## config.mk

```make
export PLATFORM = sky130hd
export DESIGN_NAME = lane_scoreboard
export DESIGN_NICKNAME = d
export VERILOG_FILES = /design/src/rtl/sb_pkg.sv /design/src/rtl/sb_warp_table.sv /design/src/rtl/sb_collide.sv /design/src/rtl/lane_scoreboard.sv
export SDC_FILE = /design/constraint.sdc
export NUM_CORES = 2
export LEC_CHECK = 0
export ABC_AREA = 1
export BUFFER_PORTS_ARGS = -buffer_cell sky130_fd_sc_hd__buf_2
export CORE_AREA = 4 4 248 347
export CTS_BUF_LIST = sky130_fd_sc_hd__clkbuf_16
export DETAILED_ROUTE_END_ITERATION = 7
export DIE_AREA = 0 0 252 351
export GPL_TIMING_DRIVEN = 1
export PLACE_DENSITY = 0.53
export SETUP_SLACK_MARGIN = 0.15
export SLEW_MARGIN = 20
export SYNTH_ARGS = -nofsm -noshare
export SYNTH_HDL_FRONTEND = slang
export SYNTH_SLANG_ARGS = --single-unit
```

## constraint.sdc

```tcl
create_clock -name clk -period 5.52 [get_ports clk]
set_input_delay 0.276 -clock clk [delete_from_list [all_inputs] [get_ports clk]]
set_output_delay 0.276 -clock clk [all_outputs]
set_load 0.05 [all_outputs]
```

## src/rtl/sb_pkg.sv

```systemverilog
package sb_pkg;

    localparam int unsigned SB_WARPS = 4;
    localparam int unsigned SB_REGS  = 16;
    localparam int unsigned SB_LANES = 8;
    localparam int unsigned SB_DEPTH = 4;
    localparam int unsigned SB_QRY   = 4;
    localparam int unsigned SB_CNTW  = 3;
    localparam int unsigned SB_EVW   = 16;

    // one-cycle table events reported by each warp table
    typedef struct packed {
        logic insert;
        logic incr;
        logic rmatch;
        logic rmiss;
        logic erase;
    } sb_ev_t;

    // index width that never collapses to zero
    function automatic int unsigned idx_w(input int unsigned n);
        return (n > 1) ? $clog2(n) : 1;
    endfunction

endpackage

```

## src/rtl/sb_warp_table.sv

```systemverilog
module sb_warp_table #(
    parameter int unsigned RW    = 4,
    parameter int unsigned LANES = 8,
    parameter int unsigned DEPTH = 4,
    parameter int unsigned CNTW  = 3
) (
    input  logic                     clk,
    input  logic                     rst,
    input  logic                     rel_en,
    input  logic [RW-1:0]            rel_reg,
    input  logic [LANES-1:0]         rel_mask,
    input  logic                     rsv_en,
    input  logic [RW-1:0]            rsv_reg,
    input  logic [LANES-1:0]         rsv_mask,
    output logic [DEPTH-1:0]         ent_v,
    output logic [DEPTH*RW-1:0]      ent_r,
    output logic [DEPTH*LANES-1:0]   ent_m,
    output sb_pkg::sb_ev_t           ev,
    output logic                     stall
);
    localparam int unsigned IW = sb_pkg::idx_w(DEPTH);

    typedef struct packed {
        logic             v;
        logic [RW-1:0]    r;
        logic [LANES-1:0] m;
        logic [CNTW-1:0]  c;
    } ent_t;

    ent_t tab [DEPTH];
    ent_t mid [DEPTH];
    ent_t nxt [DEPTH];

    logic          rel_hit, rsv_hit, rsv_free;
    logic [IW-1:0] hidx, fidx;

    always_comb begin
        // release stage works on the current table
        mid     = tab;
        ev      = '0;
        rel_hit = 1'b0;
        for (int i = 0; i < DEPTH; i++) begin
            if (rel_en && tab[i].v && tab[i].r == rel_reg && tab[i].m == rel_mask) begin
                rel_hit = 1'b1;
                if (tab[i].c == CNTW'(1)) begin
                    mid[i]   = '0;
                    ev.erase = 1'b1;
                end else begin
                    mid[i].c = tab[i].c - CNTW'(1);
                end
            end
        end
        ev.rmatch = rel_hit;
        ev.rmiss  = rel_en && !rel_hit;

        // reserve stage works on the post-release table
        nxt      = mid;
        stall    = 1'b0;
        rsv_hit  = 1'b0;
        rsv_free = 1'b0;
        hidx     = '0;
        fidx     = '0;
        for (int i = 0; i < DEPTH; i++) begin
            if (mid[i].v && mid[i].r == rsv_reg && mid[i].m == rsv_mask) begin
                rsv_hit = 1'b1;
                hidx    = IW'(i);
            end
        end
        for (int i = DEPTH - 1; i >= 0; i--) begin
            if (!mid[i].v) begin
                rsv_free = 1'b1;
                fidx     = IW'(i);
            end
        end
        if (rsv_en) begin
            if (rsv_hit) begin
                if (mid[hidx].c == '1) begin
                    stall = 1'b1;
                end else begin
                    nxt[hidx].c = mid[hidx].c + CNTW'(1);
                    ev.incr     = 1'b1;
                end
            end else if (rsv_free) begin
                nxt[fidx].v = 1'b1;
                nxt[fidx].r = rsv_reg;
                nxt[fidx].m = rsv_mask;
                nxt[fidx].c = CNTW'(1);
                ev.insert   = 1'b1;
            end else begin
                stall = 1'b1;
            end
        end
    end

    always_ff @(posedge clk) begin
        for (int i = 0; i < DEPTH; i++) begin
            if (rst) tab[i] <= '0;
            else     tab[i] <= nxt[i];
        end
    end

    always_comb begin
        for (int i = 0; i < DEPTH; i++) begin
            ent_v[i]                  = tab[i].v;
            ent_r[i*RW +: RW]         = tab[i].r;
            ent_m[i*LANES +: LANES]   = tab[i].m;
        end
    end

    // coalescing keeps every (register, mask) pair unique
    for (genvar i = 0; i < DEPTH; i++) begin : g_uniq_i
        for (genvar j = i + 1; j < DEPTH; j++) begin : g_uniq_j
            a_r3_unique_pair: assert property (@(posedge clk) disable iff (rst)
                !(ent_v[i] && ent_v[j] &&
                  ent_r[i*RW +: RW] == ent_r[j*RW +: RW] &&
                  ent_m[i*LANES +: LANES] == ent_m[j*LANES +: LANES]));
        end
    end

    // a refused reserve without a release leaves the table untouched
    a_r9_refused_no_write: assert property (@(posedge clk) disable iff (rst)
        (stall && !rel_en) |=> ($stable(ent_v) && $stable(ent_r) && $stable(ent_m)));

    // occupancy follows inserts and erasures
    a_r6_occupancy: assert property (@(posedge clk) disable iff (rst)
        !$past(rst) |-> ($countones(ent_v) ==
            $past($countones(ent_v)) + int'($past(ev.insert)) - int'($past(ev.erase))));

endmodule

```

## src/rtl/sb_collide.sv

```systemverilog
module sb_collide #(
    parameter int unsigned RW    = 4,
    parameter int unsigned LANES = 8,
    parameter int unsigned DEPTH = 4,
    parameter int unsigned NQ    = 4
) (
    input  logic [DEPTH-1:0]        ent_v,
    input  logic [DEPTH*RW-1:0]     ent_r,
    input  logic [DEPTH*LANES-1:0]  ent_m,
    input  logic [NQ*RW-1:0]        q_regs,
    input  logic [LANES-1:0]        q_mask,
    output logic                    hit
);
    logic [DEPTH-1:0] lane_ov;

    for (genvar i = 0; i < DEPTH; i++) begin : g_ov
        assign lane_ov[i] = ent_v[i] && |(ent_m[i*LANES +: LANES] & q_mask);
    end

    always_comb begin
        hit = 1'b0;
        for (int k = 0; k < NQ; k++) begin
            for (int i = 0; i < DEPTH; i++) begin
                if (q_regs[k*RW +: RW] != '0 && lane_ov[i] &&
                    ent_r[i*RW +: RW] == q_regs[k*RW +: RW])
                    hit = 1'b1;
            end
        end
    end

endmodule

```

## src/rtl/lane_scoreboard.sv

```systemverilog
module lane_scoreboard #(
    parameter int unsigned NWARP = sb_pkg::SB_WARPS,
    parameter int unsigned NREG  = sb_pkg::SB_REGS,
    parameter int unsigned LANES = sb_pkg::SB_LANES,
    parameter int unsigned DEPTH = sb_pkg::SB_DEPTH,
    parameter int unsigned NQ    = sb_pkg::SB_QRY,
    parameter int unsigned CNTW  = sb_pkg::SB_CNTW,
    parameter int unsigned EVW   = sb_pkg::SB_EVW,
    localparam int unsigned WW   = sb_pkg::idx_w(NWARP),
    localparam int unsigned RW   = sb_pkg::idx_w(NREG),
    localparam int unsigned LW   = $clog2(NWARP * DEPTH + 1)
) (
    input  logic               clk,
    input  logic               rst,
    input  logic               rsv_valid,
    input  logic [WW-1:0]      rsv_warp,
    input  logic [RW-1:0]      rsv_reg,
    input  logic [LANES-1:0]   rsv_mask,
    input  logic               rel_valid,
    input  logic [WW-1:0]      rel_warp,
    input  logic [RW-1:0]      rel_reg,
    input  logic [LANES-1:0]   rel_mask,
    input  logic [WW-1:0]      q_warp,
    input  logic [NQ*RW-1:0]   q_regs,
    input  logic [LANES-1:0]   q_mask,
    output logic               q_collide,
    input  logic [WW-1:0]      pw_warp,
    output logic               pw_pending,
    output logic               stall,
    output logic               overflow,
    output logic [LW-1:0]      live_entries,
    output logic [EVW-1:0]     cnt_insert,
    output logic [EVW-1:0]     cnt_incr,
    output logic [EVW-1:0]     cnt_rel_match,
    output logic [EVW-1:0]     cnt_rel_miss,
    output logic [EVW-1:0]     cnt_erase
);
    logic [DEPTH-1:0]        tv [NWARP];
    logic [DEPTH*RW-1:0]     tr [NWARP];
    logic [DEPTH*LANES-1:0]  tm [NWARP];
    sb_pkg::sb_ev_t          tev [NWARP];
    logic [NWARP-1:0]        w_stall;
    logic [NWARP-1:0]        ins_v, inc_v, rm_v, rx_v, er_v;

    for (genvar g = 0; g < NWARP; g++) begin : g_warp
        logic rel_en_w, rsv_en_w;
        assign rel_en_w = rel_valid && rel_warp == WW'(g) && rel_reg != '0;
        assign rsv_en_w = rsv_valid && rsv_warp == WW'(g) && rsv_reg != '0;

        sb_warp_table #(.RW(RW), .LANES(LANES), .DEPTH(DEPTH), .CNTW(CNTW)) u_tab (
            .clk      (clk),
            .rst      (rst),
            .rel_en   (rel_en_w),
            .rel_reg  (rel_reg),
            .rel_mask (rel_mask),
            .rsv_en   (rsv_en_w),
            .rsv_reg  (rsv_reg),
            .rsv_mask (rsv_mask),
            .ent_v    (tv[g]),
            .ent_r    (tr[g]),
            .ent_m    (tm[g]),
            .ev       (tev[g]),
            .stall    (w_stall[g])
        );

        assign ins_v[g] = tev[g].insert;
        assign inc_v[g] = tev[g].incr;
        assign rm_v[g]  = tev[g].rmatch;
        assign rx_v[g]  = tev[g].rmiss;
        assign er_v[g]  = tev[g].erase;
    end

    sb_collide #(.RW(RW), .LANES(LANES), .DEPTH(DEPTH), .NQ(NQ)) u_coll (
        .ent_v  (tv[q_warp]),
        .ent_r  (tr[q_warp]),
        .ent_m  (tm[q_warp]),
        .q_regs (q_regs),
        .q_mask (q_mask),
        .hit    (q_collide)
    );

    assign pw_pending = |tv[pw_warp];
    assign stall      = |w_stall;

    always_comb begin
        int n;
        n = 0;
        for (int w = 0; w < NWARP; w++) n += $countones(tv[w]);
        live_entries = LW'(n);
    end

    always_ff @(posedge clk) begin
        if (rst) begin
            overflow      <= 1'b0;
            cnt_insert    <= '0;
            cnt_incr      <= '0;
            cnt_rel_match <= '0;
            cnt_rel_miss  <= '0;
            cnt_erase     <= '0;
        end else begin
            overflow      <= overflow | stall;
            cnt_insert    <= cnt_insert    + EVW'($countones(ins_v));
            cnt_incr      <= cnt_incr      + EVW'($countones(inc_v));
            cnt_rel_match <= cnt_rel_match + EVW'($countones(rm_v));
            cnt_rel_miss  <= cnt_rel_miss  + EVW'($countones(rx_v));
            cnt_erase     <= cnt_erase     + EVW'($countones(er_v));
        end
    end

    // overflow is sticky and follows every refusal
    a_r9_overflow_sticky: assert property (@(posedge clk) disable iff (rst)
        overflow |=> overflow);
    a_r9_stall_sets_flag: assert property (@(posedge clk) disable iff (rst)
        stall |=> overflow);

    // a query with no lanes never collides
    a_r4_no_lanes_no_hit: assert property (@(posedge clk) disable iff (rst)
        (q_mask == '0) |-> !q_collide);

    // with every table empty no warp reports pending writes
    a_r8_empty_not_pending: assert property (@(posedge clk) disable iff (rst)
        (live_entries == '0) |-> !pw_pending);

endmodule

```

==> flow_summary.json <==
{
  "path_max_fanout": 7,
  "final_common_cell": "nand2_1",
  "syn_area_per_cell_sq_um": 5.84,
  "r2r_setup_slack_ns": 0.22,
  "holdBufCountCts": 0,
  "cts_buffer_depth": 3,
  "grt_antenna_before_repair": 5,
  "h-tree-depth": 2,
  "crit_path_end_kind": "flop",
  "clock-sinks": 337,
  "route.detailed.drc": 0,
  "worst_ep_required_time_ns": 5.96,
  "synth_edf_count": 0,
  "drv_cap": 0,
  "place_ws_ns": -0.540,
  "io_pins": 149,
  "numCtsBuffers": 41,
  "rsz0062_at_grt": "yes",
  "syn_inst": 4928,
  "intPower_mw": 4.62,
  "p_total_mw": 6.90,
  "grt_max_degree": 107,
  "syn_to_final_growth_pct": 38.0,
  "die_w_microns": 252,
  "hold_violations": 0,
  "finalCritPeriodShare_pct": 96.0,
  "final_antenna_net_count": 0,
  "crit_arrival_ns": 5.74,
  "clk_latency_ns": 0.61,
  "grt_pass1_wl_microns": 226000,
  "startpoint_type": "flop",
  "clock.fmax_mhz": 189,
  "ys_ff_latch": 337,
  "ys.flop_type": "dfxtp_1",
  "netlist_area_sq_um": 28800,
  "io_buffers": 148,
  "path_common_cell": "nand2_2",
  "stdcell_area_sq_um": 39700,
  "ir_drop_mv": 0.208,
  "rows": 125,
  "layout_common_cells": "nand2_1 (1424), buf_4 (833), inv_1 (551)",
  "wire_per_inst_microns": 22.8,
  "finalSetupViolations": 0,
  "final_util_pct": 47.9,
  "dpl.hpwl_microns": 124000,
  "grt_pass1_vias": 35000,
  "mappedNetlistNets": 5063,
  "critical_path.max_stage_delay_ns": 0.48,
  "power.switching_mw": 2.27,
  "drive_above_1_share_pct": 25.9,
  "overflow": 0,
  "ys_seq_area_share_pct": 23.5,
  "slowest_stage": "fa_1",
  "dr.pass1.iters": 6,
  "worst_pin_slew_ns": 1.04,
  "fin_crit_ns": 5.30,
  "seq_power_share_pct": 36.5,
  "place_congestion": 1.06,
  "vias": 36800,
  "placed_cell_area_sq_um": 36800,
  "skew_ns": 0.0358,
  "synth-warning-count": 0,
  "grt_usage_pct": 34.2,
  "switching_share_pct": 33.0,
  "dp_cells": 6786,
  "worst_hold_path_type": "primary input to flop",
  "finalWorstSetupSlack_ns": 0.220,
  "max_slew_margin_pct": 30.2,
  "core_sq_um": 82900,
  "pwr_density_cell_nw_per_um2": 174,
  "final_cells": 6907,
  "combPwrFrac_pct": 21.7,
  "cts_root_buffer": "clkbuf_16",
  "fp.dieH_microns": 351,
  "die_area_sq_um": 88500,
  "nNetsFinal": 5926,
  "slew_violations": 0,
  "path_clk_slew_ns": 0.06,
  "p_clk_share_pct": 41.8,
  "wirelength_microns": 158000,
  "leakagePower_nw": 18.3,
  "worstSetupPathType": "flop to flop",
  "status": "finished clean",
  "via_per_inst": 5.33,
  "critical-path-top-delay-family": "simple AND/OR/NAND/NOR gates",
  "cts_tree": "done",
  "drt-initial-drc-count": 2935,
  "async_flop_share_pct": 0,
  "worst-path-buf-inv": 10,
  "synth_cell_types": 63,
  "initial_core_util_pct": 34.7
}
## routing by layer
layer  wire length (microns)  global-route usage (%)  up-vias
li1                        -                       -    17800
met2                   73100                    58.0     1385
met1                   60700                    39.6    17100
met5                      12                       0        -
met3                   10500                    5.64      474
met4                   13300                    22.8        2
## cell usage after synthesis (17+ instances only)
master,n,area share (%)
nand2_1,1484,19
inv_1,564,7.4
a21oi_1,450,7.8
nor2_1,423,5.5
o21ai_0,349,6.1
dfxtp_1,337,23
nand3_1,304,5.3
o21ai_1,116,2.0
clkbuf_1,112,1.5
nand4_1,83,1.8
nor3_1,71,1.2
xor2_1,64,1.9
buf_2,55,0.96
ha_1,50,2.2
nor4_1,37,0.80
xnor2_1,30,0.91
a31oi_1,27,0.59
buf_4,25,0.65
fa_1,25,1.7
nand2_2,25,0.54
inv_2,23,0.30
nor2_2,23,0.50
buf_1,22,0.29
o211ai_1,21,0.55
buf_6,19,0.74
o22ai_1,17,0.37
## timing repair
item | CTS | global route
cloned | 2 | 4
gates resized for setup | 122 | 221
pin swaps | 23 | 56
endpoints found under the setup margin | 8 | 16
buffers inserted | 20 | 15
## path summary, 6_finish.rpt
check | depth (start not counted) | start | end
worst min-delay path | 2 | rst | cnt_insert[0]
worst min register to register | 2 | overflow | overflow
worst max register to register | 40 | g_warp[2].u_tab.ent_r[4] | cnt_incr[15]
worst max-delay path | 40 | g_warp[2].u_tab.ent_r[4] | cnt_incr[15]
## sequential cells by signal (all words and copies together) (netlist names)
signal	count
overflow	1
cnt_insert	16
g_warp.u_tab.ent_v	16
cnt_rel_match	16
cnt_erase	16
g_warp.u_tab.ent_r	64
cnt_rel_miss	16
cnt_incr	16
g_warp.u_tab.ent_m	128
g_warp.u_tab.tab	48
## cells by family after synthesis
family	Yosys count	share of synthesized area, %
xor gates and xnor gates	94	2.86
AOI/OAI and AO/OA	1064	20.0
adders and majority gates	75	3.92
buffers and inverters	828	11.9
DFF	337	23.5
and+or+nand+nor	2530	37.9
## layout make-up
cell class	count	area [sq um]
repair buffers	1053	8400
flip-flops and latches	337	6910
well taps	1079	1350
clock buffers	43	1080
multi-input cells	3763	19400
clock inverters	32	304
fillers	8835	43200
inverters	595	2270
diodes	5	12.5
## power by group through the flow
stage	logic [mW]	registers (mW)	clock network, mW
3_3_place_gp	1.43	2.58	0
5_1_grt	1.60	2.52	3.01
4_1_cts	1.45	2.52	2.93
6_report	1.50	2.51	2.89
2_1_floorplan	0.745	2.58	0
3_5_place_dp	1.43	2.58	0
## per-stage QoR
stage / setup TNS [ns] / hold WS, ns
after floorplan: 0 / 0.472
after global placement: -2.69 / 0.437
after detailed placement: -2.66 / 0.441
after CTS: 0 / 0.134
after global routing: -0.303 / 0.162
final: 0 / 0.165
Note: power is estimated with default switching activity, not from simulation.
